<file path="src/rtl/spm_pkg.sv">
// Package: shared sizing helpers for the systolic pattern matcher.
// Assumes pattern lengths of at least one bit.
package spm_pkg;

    // Width of a counter that must reach the value n.
    function automatic int unsigned spm_count_width(input int unsigned n);
        return (n < 2) ? 1 : $clog2(n + 1);
    endfunction

endpackage

</file>
<file path="src/rtl/spm_cell.sv">
// Module: spm_cell
// One systolic cell. It tests the bit arriving at this cell against its fixed
// weight and forwards the incoming token only if the test passes.
// Assumes the caller supplies the correctly delayed bit for this cell position.
module spm_cell #(
    parameter bit WEIGHT = 1'b0
) (
    input  logic clk,
    input  logic rst_n,
    input  logic x_in,
    input  logic y_in,
    output logic y_out
);

    logic y_q;

    // Token register: pass the token on when the bit equals the weight.
    always_ff @(posedge clk) begin
        if (!rst_n) begin
            y_q <= 1'b0;
        end else begin
            y_q <= y_in & ~(x_in ^ WEIGHT);
        end
    end

    assign y_out = y_q;

endmodule

</file>
<file path="src/rtl/spm_array.sv">
// Module: spm_array
// Chain of N cells. Bits enter at cell 0 and move up one cell per clock.
// Tokens enter at cell N-1, where they are tied to 1, and move down one cell
// per clock. The head token therefore combines bits that are 2 cycles apart.
// Assumes the bit input is held for two cycles per bit.
module spm_array #(
    parameter int unsigned    N       = 3,
    parameter logic [N-1:0]   PATTERN = 3'b101
) (
    input  logic clk,
    input  logic rst_n,
    input  logic bit_in,
    output logic y_head
);

    logic [N-1:0] x_at;
    logic [N:0]   y_link;

    assign x_at[0]   = bit_in;
    assign y_link[N] = 1'b1;

    generate
        if (N > 1) begin : g_xpipe
            logic [N-1:1] x_q;

            // Bit pipeline: each stage copies the bit seen by the cell below.
            always_ff @(posedge clk) begin
                if (!rst_n) begin
                    x_q <= '0;
                end else begin
                    x_q <= x_at[N-2:0];
                end
            end

            assign x_at[N-1:1] = x_q;
        end

        for (genvar k = 0; k < N; k++) begin : g_cell
            spm_cell #(
                .WEIGHT (PATTERN[k])
            ) u_cell (
                .clk   (clk),
                .rst_n (rst_n),
                .x_in  (x_at[k]),
                .y_in  (y_link[k+1]),
                .y_out (y_link[k])
            );
        end
    endgenerate

    assign y_head = y_link[0];

endmodule

</file>
<file path="src/rtl/spm_qualify.sv">
// Module: spm_qualify
// Turns the head token into a reported result. A result is kept only in the
// cycle after a strobe, and only once N bits have been strobed since reset.
// Assumes strobes arrive exactly every second cycle while a stream runs.
module spm_qualify #(
    parameter int unsigned N = 3
) (
    input  logic clk,
    input  logic rst_n,
    input  logic bit_valid,
    input  logic y_head,
    output logic match
);

    localparam int unsigned CW = spm_pkg::spm_count_width(N);
    localparam logic [CW-1:0] FULL = CW'(N);

    logic [CW-1:0] seen_q;
    logic          strobe_q;

    // Strobe delay and saturating count of bits since reset.
    always_ff @(posedge clk) begin
        if (!rst_n) begin
            seen_q   <= '0;
            strobe_q <= 1'b0;
        end else begin
            strobe_q <= bit_valid;
            if (bit_valid && (seen_q != FULL)) begin
                seen_q <= seen_q + 1'b1;
            end
        end
    end

    assign match = strobe_q & y_head & (seen_q == FULL);

endmodule

</file>
<file path="src/rtl/systolic_pattern_match.sv">
// Module: systolic_pattern_match
// Top level: serial bit stream in, one-cycle match pulse out. PATTERN[j] is
// compared with the j-th most recent strobed bit, where j=0 is the newest.
// Assumes bit_valid in the first cycle of each back-to-back two-cycle pair.
module systolic_pattern_match #(
    parameter int unsigned  N       = 3,
    parameter logic [N-1:0] PATTERN = 3'b101
) (
    input  logic clk,
    input  logic rst_n,
    input  logic bit_valid,
    input  logic bit_in,
    output logic match
);

    logic y_head;

    spm_array #(
        .N       (N),
        .PATTERN (PATTERN)
    ) u_array (
        .clk    (clk),
        .rst_n  (rst_n),
        .bit_in (bit_in),
        .y_head (y_head)
    );

    spm_qualify #(
        .N (N)
    ) u_qualify (
        .clk       (clk),
        .rst_n     (rst_n),
        .bit_valid (bit_valid),
        .y_head    (y_head),
        .match     (match)
    );

endmodule

</file>
<file path="config.mk">
export PLATFORM = sky130hd
export DESIGN_NAME = systolic_pattern_match
export DESIGN_NICKNAME = d
export VERILOG_FILES = /design/src/rtl/spm_pkg.sv /design/src/rtl/spm_cell.sv /design/src/rtl/spm_array.sv /design/src/rtl/spm_qualify.sv /design/src/rtl/systolic_pattern_match.sv
export SDC_FILE = /design/constraint.sdc
export NUM_CORES = 1
export LEC_CHECK = 0
export ABC_CLOCK_PERIOD_IN_PS = 1300
export BUFFER_PORTS_ARGS = -buffer_cell sky130_fd_sc_hd__clkbuf_2
export CAP_MARGIN = 20
export CORE_AREA = 2 2 39 41
export DETAILED_ROUTE_END_ITERATION = 8
export DIE_AREA = 0 0 41 43
export PLACE_DENSITY = 0.34
export SLEW_MARGIN = 20
export SYNTH_ARGS = -nofsm -noshare
export SYNTH_HDL_FRONTEND = slang
export SYNTH_SLANG_ARGS = --single-unit
</file>
<file path="constraint.sdc">
create_clock -name clk -period 1.3 [get_ports clk]
set_input_delay 0.26 -clock clk [delete_from_list [all_inputs] [get_ports clk]]
set_output_delay 0.26 -clock clk [all_outputs]
set_load 0.1 [all_outputs]
</file>
==> Yosys cells after proc, flatten, opt, wreduce, memory -nomap -nowiden <==
Cells that the tools add are included.
{ "op_classes": {"n_eq_ne": 2, "reduce_logical": 1, "bitwise_logic": 5, "addsub": 1} }
{ "ops": {"columns": ["cell", "count"], "rows": [
  ["1-bit AND", 4],
  ["2-bit by 1-bit adder with 2-bit output, second input constant", 1],
  ["2-bit == test, second input constant", 1],
  ["2-bit != test, second input constant", 1],
  ["1-bit logical AND", 1],
  ["1-bit inverter", 1]
]} }
{ "word_totals": {"output_inout_bits": 1, "input_bits": 4, "wordCells": 15, "ff_bits": 8} }

==> Depth between registers and ports, before layout <==
Gate-level depths: netlist of run 1.
{ "logic_depth": {"ltp_word": 2, "ltp_mapped": 3, "ltp_nobuf": 3} }

==> Hierarchy <==
Synthesis of run 1 repeated with hierarchy kept, for this count alone.
{ "unflattened": {"hier_cells": 24, "hier_area_um2": 275.3} }
{ "modules_own_cells": {"columns": ["module", "seq_area_each_um2", "n_inst", "area_each_um2", "cells_each"], "rows": [
  ["spm_qualify", 60.1, 1, 137.6, 13],
  ["spm_array", 40.0, 1, 56.3, 5],
  ["spm_cell (u_array.g_cell[0].u_cell ...)", 20.0, 2, 26.3, 2],
  ["spm_cell (u_array.g_cell[1].u_cell)", 20.0, 1, 28.8, 2]
]} }

==> Least setup slack after synthesis of run 1 <==
OpenSTA, ideal clock, no wires.
{ "synth_timing": {"path_type": "register to output", "from": "register u_qualify.seen_q[0]", "to": "output port match", "path_buffers": 0, "slack_ns": -0.249, "t_required_ns": 1.040, "stages_incl_launch_ff": 3, "arrival_ns": 1.289, "cell_sequence": "dfxtp_1 > ha_1 > and3_1"} }
{ "synth_between": {"elab_chain_len": 2} }
{ "synth_rtl": {"columns": ["item", "line", "rtl"], "rows": [
  ["start: declaration", "spm_qualify.sv:18", "logic [CW-1:0] seen_q;"],
  ["start signal: assignment", "spm_qualify.sv:29", "seen_q <= seen_q + 1'b1;"],
  ["2-bit == test", "spm_qualify.sv:34", "assign match = strobe_q & y_head & (seen_q == FULL);"],
  ["1-bit AND", "spm_qualify.sv:34", null],
  ["end: declaration", "systolic_pattern_match.sv:13", "output logic match"]
]} }
No other way between the ends.

==> Final worst setup path of run 1 <==
{ "layout_timing": {"from": "register u_qualify.seen_q[1]", "to": "output port match"} }
The elaborated chain is that of the path after synthesis.

==> results of run 1 <==
## kinds of logic after synthesis
group	count (synthesis)
AOI/OAI and AO/OA	1
adders and majority gates	1
DFF	8
muxes	1
and+or+nand+nor	12
## where the power goes
part,total [mW],internal (mW),switching (mW)
clock network,0.183,0.105,0.0780
registers,0.266,0.259,0.00767
logic,0.0322,0.0190,0.0132
total,0.482,0.383,0.0989
## state kept, by name, summed over array words and instances (netlist names)
name,cells
u_array.g_xpipe.x_q,2
u_qualify.seen_q,2
u_qualify.strobe_q,1
u_array.g_cell.u_cell.y_out,3
## per-layer routing
metal	vias up	track usage	routed length (um)
met3	0	0.0785	34
met5	-	0	0
met4	0	0.0400	0
met2	5	0.0844	215
met1	89	0.0684	177
li1	94	-	-
## cell usage in the layout (no fill, tap or decap)
cell type,instances
buf_4,1
nand2_1,3
nand4bb_1,1
ha_4,1
and3_4,1
nor2b_2,1
o21ai_1,1
clkbuf_4,3
buf_12,1
dfxtp_2,2
dfxtp_1,6
mux2i_1,1
clkbuf_2,3
and3_2,1
and2_2,4
and3b_2,1
## cell type report
type                       instances  area share
timing repair buffer               5       0.113
tap                               16      0.0530
sequential                         8       0.430
multi-input combinational         15       0.344
clock buffer                       3      0.0596
## worst max path at each step
stage | startpoint | to | depth (start not counted)
after floorplan | u_qualify.seen_q[0] | match | 2
after global placement | u_qualify.seen_q[0] | match | 3
after detailed placement | u_qualify.seen_q[0] | match | 3
after CTS | u_qualify.seen_q[1] | match | 3
after global routing | u_qualify.seen_q[0] | match | 3
final | u_qualify.seen_q[1] | match | 3
## worst register-to-register path: cells and delay by family (launching register included)
family | cells | cell delay [ns]
buffers and inverters | 1 | 0.13
multiplexers | 1 | 0.18
AND/OR/NAND/NOR | 1 | 0.14
flip-flops | 1 | 0.33
adder cells (fa/ha/maj) | 1 | 0.15
## what timing repair did
action / 4_1_cts / 5_1_grt
buffers inserted: 1 / 0
pin swaps: 1 / 0
resized for setup: 5 / 0
hold buffers: 0 / 0
cloned: 0 / 0
setup endpoints to repair: 1 / 1
## Yosys cell counts (all sizes together)
cell type and n:
mux2i 1, and3 2, and3b 1, o21ai 1
nand4bb 1, nor2b 1, nand2 3, ha 1
and2 4, dfxtp 8
## stage by stage
stage | setup TNS (ns) | hold WS [ns] | worst slack, ns
2_1_floorplan | 0 | 0.396 | 0.0352
4_1_cts | -0.0484 | 0.241 | -0.0484
6_report | -0.0361 | 0.246 | -0.0361
5_1_grt | -0.0751 | 0.248 | -0.0751
3_3_place_gp | 0 | 0.436 | 0.155
3_5_place_dp | 0 | 0.443 | 0.129
==> impl_metrics.ini, run 1 <==
[floorplanning]
die_height_um = 43
start_util = 0.197
rows = 14
io_pins = 5
die_x_um = 41
fp.dieArea_sq_um = 1760
core_area_sq_um = 1380

[setup_path]
rr_worst_depth = 4
crit_type = register to output pin
cp.required_ns = 1.04
path_buf_inv = 1
crit-reg2reg-launch = u_qualify.seen_q[0]
timing.rr.end = u_qualify.seen_q[1]
critPathLaunchType = register
critPathArrivalTime_ns = 1.08
slowest_stage = dfxtp_2
cp_cell_sequence = ha_4, and3_4, buf_12
max_stage_delay_ns = 0.35
critPathTopFamily = flip-flops
crit_path_end_kind = output pin
r2r_slack_ns = 0.29
cp_max_fo = 2

[logic_synthesis]
synthAdderAreaFrac = 0.0459
synthMuxAreaShare = 0.0367
ys_warn_count = 0
synthXorXnorAreaFrac = 0
syn_inst = 23
syn_nets = 28
synth_seq_cells = 8
synth_area_sq_um = 273
synth_compound_area_frac = 0.0183
synthTopCellsByArea = dfxtp_1 (59%), and2_2 (11%), ha_1 (4.6%), nand2_1 (4.1%), nand4bb_1 (4.1%)
synth_top_family_by_area = simple AND/OR/NAND/NOR gates
ys_types = 11
synth_top_cell_by_area = dfxtp_1
synth-simple-area-share = 0.312
avgSynthCellArea_sq_um = 11.9
netlist.area_leader.share = 0.587
ys_seq_area_frac = 0.587

[placement]
dp_cells = 43
place_congestion = 0.562
port_buffers = 4
postPlaceCellArea_sq_um = 329

[power]
peakVddDrop_mv = 0.560
finalPower_uw = 482
p_per_area_nw_per_um2 = 1280
leakagePower_nw = 0.161

[timing]
setup_viol = 1
worst_pin_slew_ns = 0.155
hold_viol_final = 0
fin_ws_ns = -0.0361
rsz0062_at_grt = true
drv_slew = 0
slew_headroom = 0.897
fmax_mhz = 748
clock_skew_ns = 0.00641
min_period_over_period = 1.03
period_needed_ns = 1.34

[outcome]
status = finished, violations left
failed_checks = negative setup slack

[clocking]
clk_path_buf_depth = 2
cts_num_sinks = 8
clock_latency_ns = 0.25
clk_pin_slew_worst_paths_ns = 0.05
root_buffer = clkbuf_4
htreeDepth = 1
cts_tree = done
cts_buffers = 3

[drt]
first_iter_violations = 0
drt-pass1-iter-count = 1
wirelength_um = 427
detail-route-antenna-nets = 0
routedWlPerCell_um = 9.09
num_vias = 188
routed_via_density = 4.00
route.detailed.drc = 0

[global_routing]
overflow = 0
grt_max_degree = 11
grt_pass1_wl_um = 696
first_global_vias = 175
grtUsageTotal = 0.0696
antenna_found_initial = 0

[finish]
fin_area_sq_um = 378
area_delta_synth_final_pct = 38.5
register_area_sq_um = 163
final_nets = 38
layout.cells.non_filler = 47
antennaDiodeCount = 0
fillers = 146
final_util = 0.273
multi_input_comb_area_sq_um = 130
drive_gt1_frac = 0.613

[min_path]
hp-start = bit_in
hold_path_end = u_array.g_xpipe.x_q[1]
hold_depth = 2
hp-class = primary input to register

[run]
max-cap-violations = 0
No activity file was read; power rests on OpenSTA's default activity.
==> inputs of run 2 (changes only) <==
--- a/config.mk
+++ b/config.mk
@@ -5,10 +5,12 @@
 export SDC_FILE = /design/constraint.sdc
 export NUM_CORES = 1
 export LEC_CHECK = 0
+export ABC_AREA = 1
 export ABC_CLOCK_PERIOD_IN_PS = 1300
 export BUFFER_PORTS_ARGS = -buffer_cell sky130_fd_sc_hd__clkbuf_2
 export CAP_MARGIN = 20
 export CORE_AREA = 2 2 39 41
+export CTS_CLUSTER_SIZE = 8
 export DETAILED_ROUTE_END_ITERATION = 8
 export DIE_AREA = 0 0 41 43
 export PLACE_DENSITY = 0.34
==> run 2 against run 1 <==
The flow still finishes with violations (negative setup slack); area after synthesis rose by 0.92%; sequential power is essentially flat; critical path depth is 1 higher; power rose by 3.1%; clock power barely moved; die area unchanged; register-to-register slack improved by 0.06 ns; maximum frequency is 1.8% higher; critical path type unchanged; largest power group unchanged.
==> impl_metrics.ini, run 2 <==
[timing]
min_period_over_period = 1.01
hold_viol_final = 0
fmax_mhz = 762
rsz0062_at_grt = true
hold_ws_ns = 0.219
period_needed_ns = 1.31
setup_tns_ns = -0.0130
worst_pin_slew_ns = 0.123
slew_headroom = 0.918
drv_slew = 0
clock_skew_ns = 0.00291
setup_viol = 1
fin_ws_ns = -0.0130

[drt]
wirelength_um = 471
first_iter_violations = 0
routedWlPerCell_um = 7.85
detail-route-antenna-nets = 0
num_vias = 224
drt-pass1-iter-count = 1
routed_via_density = 3.73
route.detailed.drc = 0

[setup_path]
slowest_stage = dfxtp_2
cp.required_ns = 1.04
critPathLaunchType = register
cp_max_fo = 3
path_buf_inv = 2
max_stage_delay_ns = 0.35
crit_path_end_kind = output pin
crit_type = register to output pin
cp_cell_sequence = ha_4, inv_4, nor2_4, buf_12
critPathArrivalTime_ns = 1.05
critPathTopFamily = flip-flops

[floorplanning]
die_x_um = 41
fp.dieArea_sq_um = 1760
rows = 14
start_util = 0.199
io_pins = 5
die_height_um = 43
core_area_sq_um = 1380

[finish]
antennaDiodeCount = 0
final_util = 0.284
final_nets = 51
largest_register_ffs = 3
drive_gt1_frac = 0.364
layout_commonest_cell = nand2_1
layout_common_cells = nand2_1 (8), inv_1 (6), nor2_1 (6), dfxtp_1 (6)
area_delta_synth_final_pct = 42.7

[global_routing]
grt_pass1_wl_um = 807
antenna_found_initial = 0
grtUsageTotal = 0.0755
first_global_vias = 211
grt_max_degree = 8
overflow = 0

[clocking]
cts_tree = done
htreeDepth = 1
cts_num_sinks = 8
cts_buffers = 3
clk_path_buf_depth = 2
clk_pin_slew_worst_paths_ns = 0.05
hold_buffers = 0
clock_latency_ns = 0.25
root_buffer = clkbuf_4

[logic_synthesis]
synth_area_sq_um = 275
synthTopCellsByArea = dfxtp_1 (58%), nand2_1 (11%), inv_1 (9.5%), nor2_1 (9.5%), ha_1 (4.5%)
avgSynthCellArea_sq_um = 7.86
synth-edff-count = 0
synth_seq_cells = 8
ys_warn_count = 0
synth_top_cell_by_area = dfxtp_1
ys_seq_area_frac = 0.582
netlist.area_leader.share = 0.582
syn_nets = 40
synthTopCellsByCount = dfxtp_1 (8), nand2_1 (8), inv_1 (7), nor2_1 (7), nand3_1 (2)
async_reset_ff_frac = 0
ys_types = 8
synth_ff_type = dfxtp_1
syn_inst = 35

[run]
max-cap-violations = 0

[placement]
place_congestion = 0.606
port_buffers = 4

[outcome]
failed_checks = negative setup slack
status = finished, violations left

[power]
peakVddDrop_mv = 0.483
leakagePower_nw = 0.197
p_per_area_nw_per_um2 = 1260
finalPower_uw = 497

[min_path]
hp-class = primary input to register
run 2: through the flow:
| stage | cell area, sq um | std cells | setup WS [ns] |
|---|---|---|---|
| 2_1_floorplan | 285 | 35 | 0.00106 |
| 3_3_place_gp | 340 | 55 | 0.185 |
| 3_5_place_dp | 340 | 55 | 0.170 |
| 4_1_cts | 385 | 59 | -0.0365 |
| 5_1_grt | 393 | 60 | -0.0701 |
| 6_report | 393 | 60 | -0.0130 |
run 2: where the power goes:
part	total, mW	internal [mW]	leakage [nW]	switching (mW)
sequential	0.267	0.259	0.0664	0.00807
combinational	0.0473	0.0239	0.117	0.0234
clock	0.182	0.105	0.0138	0.0773
total	0.497	0.388	0.197	0.109
run 2: layout make-up:
type,count,area (sq um)
sequential,8,163
tap,16,20.0
multi-input combinational,19,105
fill,161,991
timing repair buffer,6,50.0
inverter,8,32.5
clock buffer,3,22.5
run 2: repair_timing:
action	CTS	global route
pin swaps	1	1
gates resized for setup	4	0
endpoints found under the setup margin	1	1
gates cloned	0	0
buffers inserted	1	1
run 2: kinds of logic after synthesis:
kind of cell	Yosys count	synth area share
flip-flops	8	0.582
AND/OR/NAND/NOR	18	0.264
buffers and inverters	8	0.109
adder cells (fa/ha/maj)	1	0.0454
run 2: path summary, 6_finish.rpt:
check | start | endpoint | cells past startpoint | slack [ns]
worst max-delay path | u_qualify.seen_q[1] | match | 4 | -0.01
worst min-delay path | bit_in | u_array.g_xpipe.x_q[1] | 3 | 0.22
worst max register to register | u_qualify.seen_q[0] | u_qualify.seen_q[0] | 5 | 0.35
worst min register to register | u_array.g_cell[1].u_cell.y_out | u_array.g_cell[0].u_cell.y_out | 2 | 0.41
run 2: worst reg2reg max path, cell delays in order (launching register included):
cell,delay [ns]
dfxtp_2,0.33
ha_4,0.17
buf_4,0.13
nor2_2,0.11
nor2_1,0.05
nor2_1,0.10
run 2: routing by layer:
metal,vias up,track usage,wire [um]
met4,0,0.100,8
li1,120,-,-
met2,5,0.0844,220
met5,-,0,0
met3,2,0.0314,34
met1,97,0.0874,206
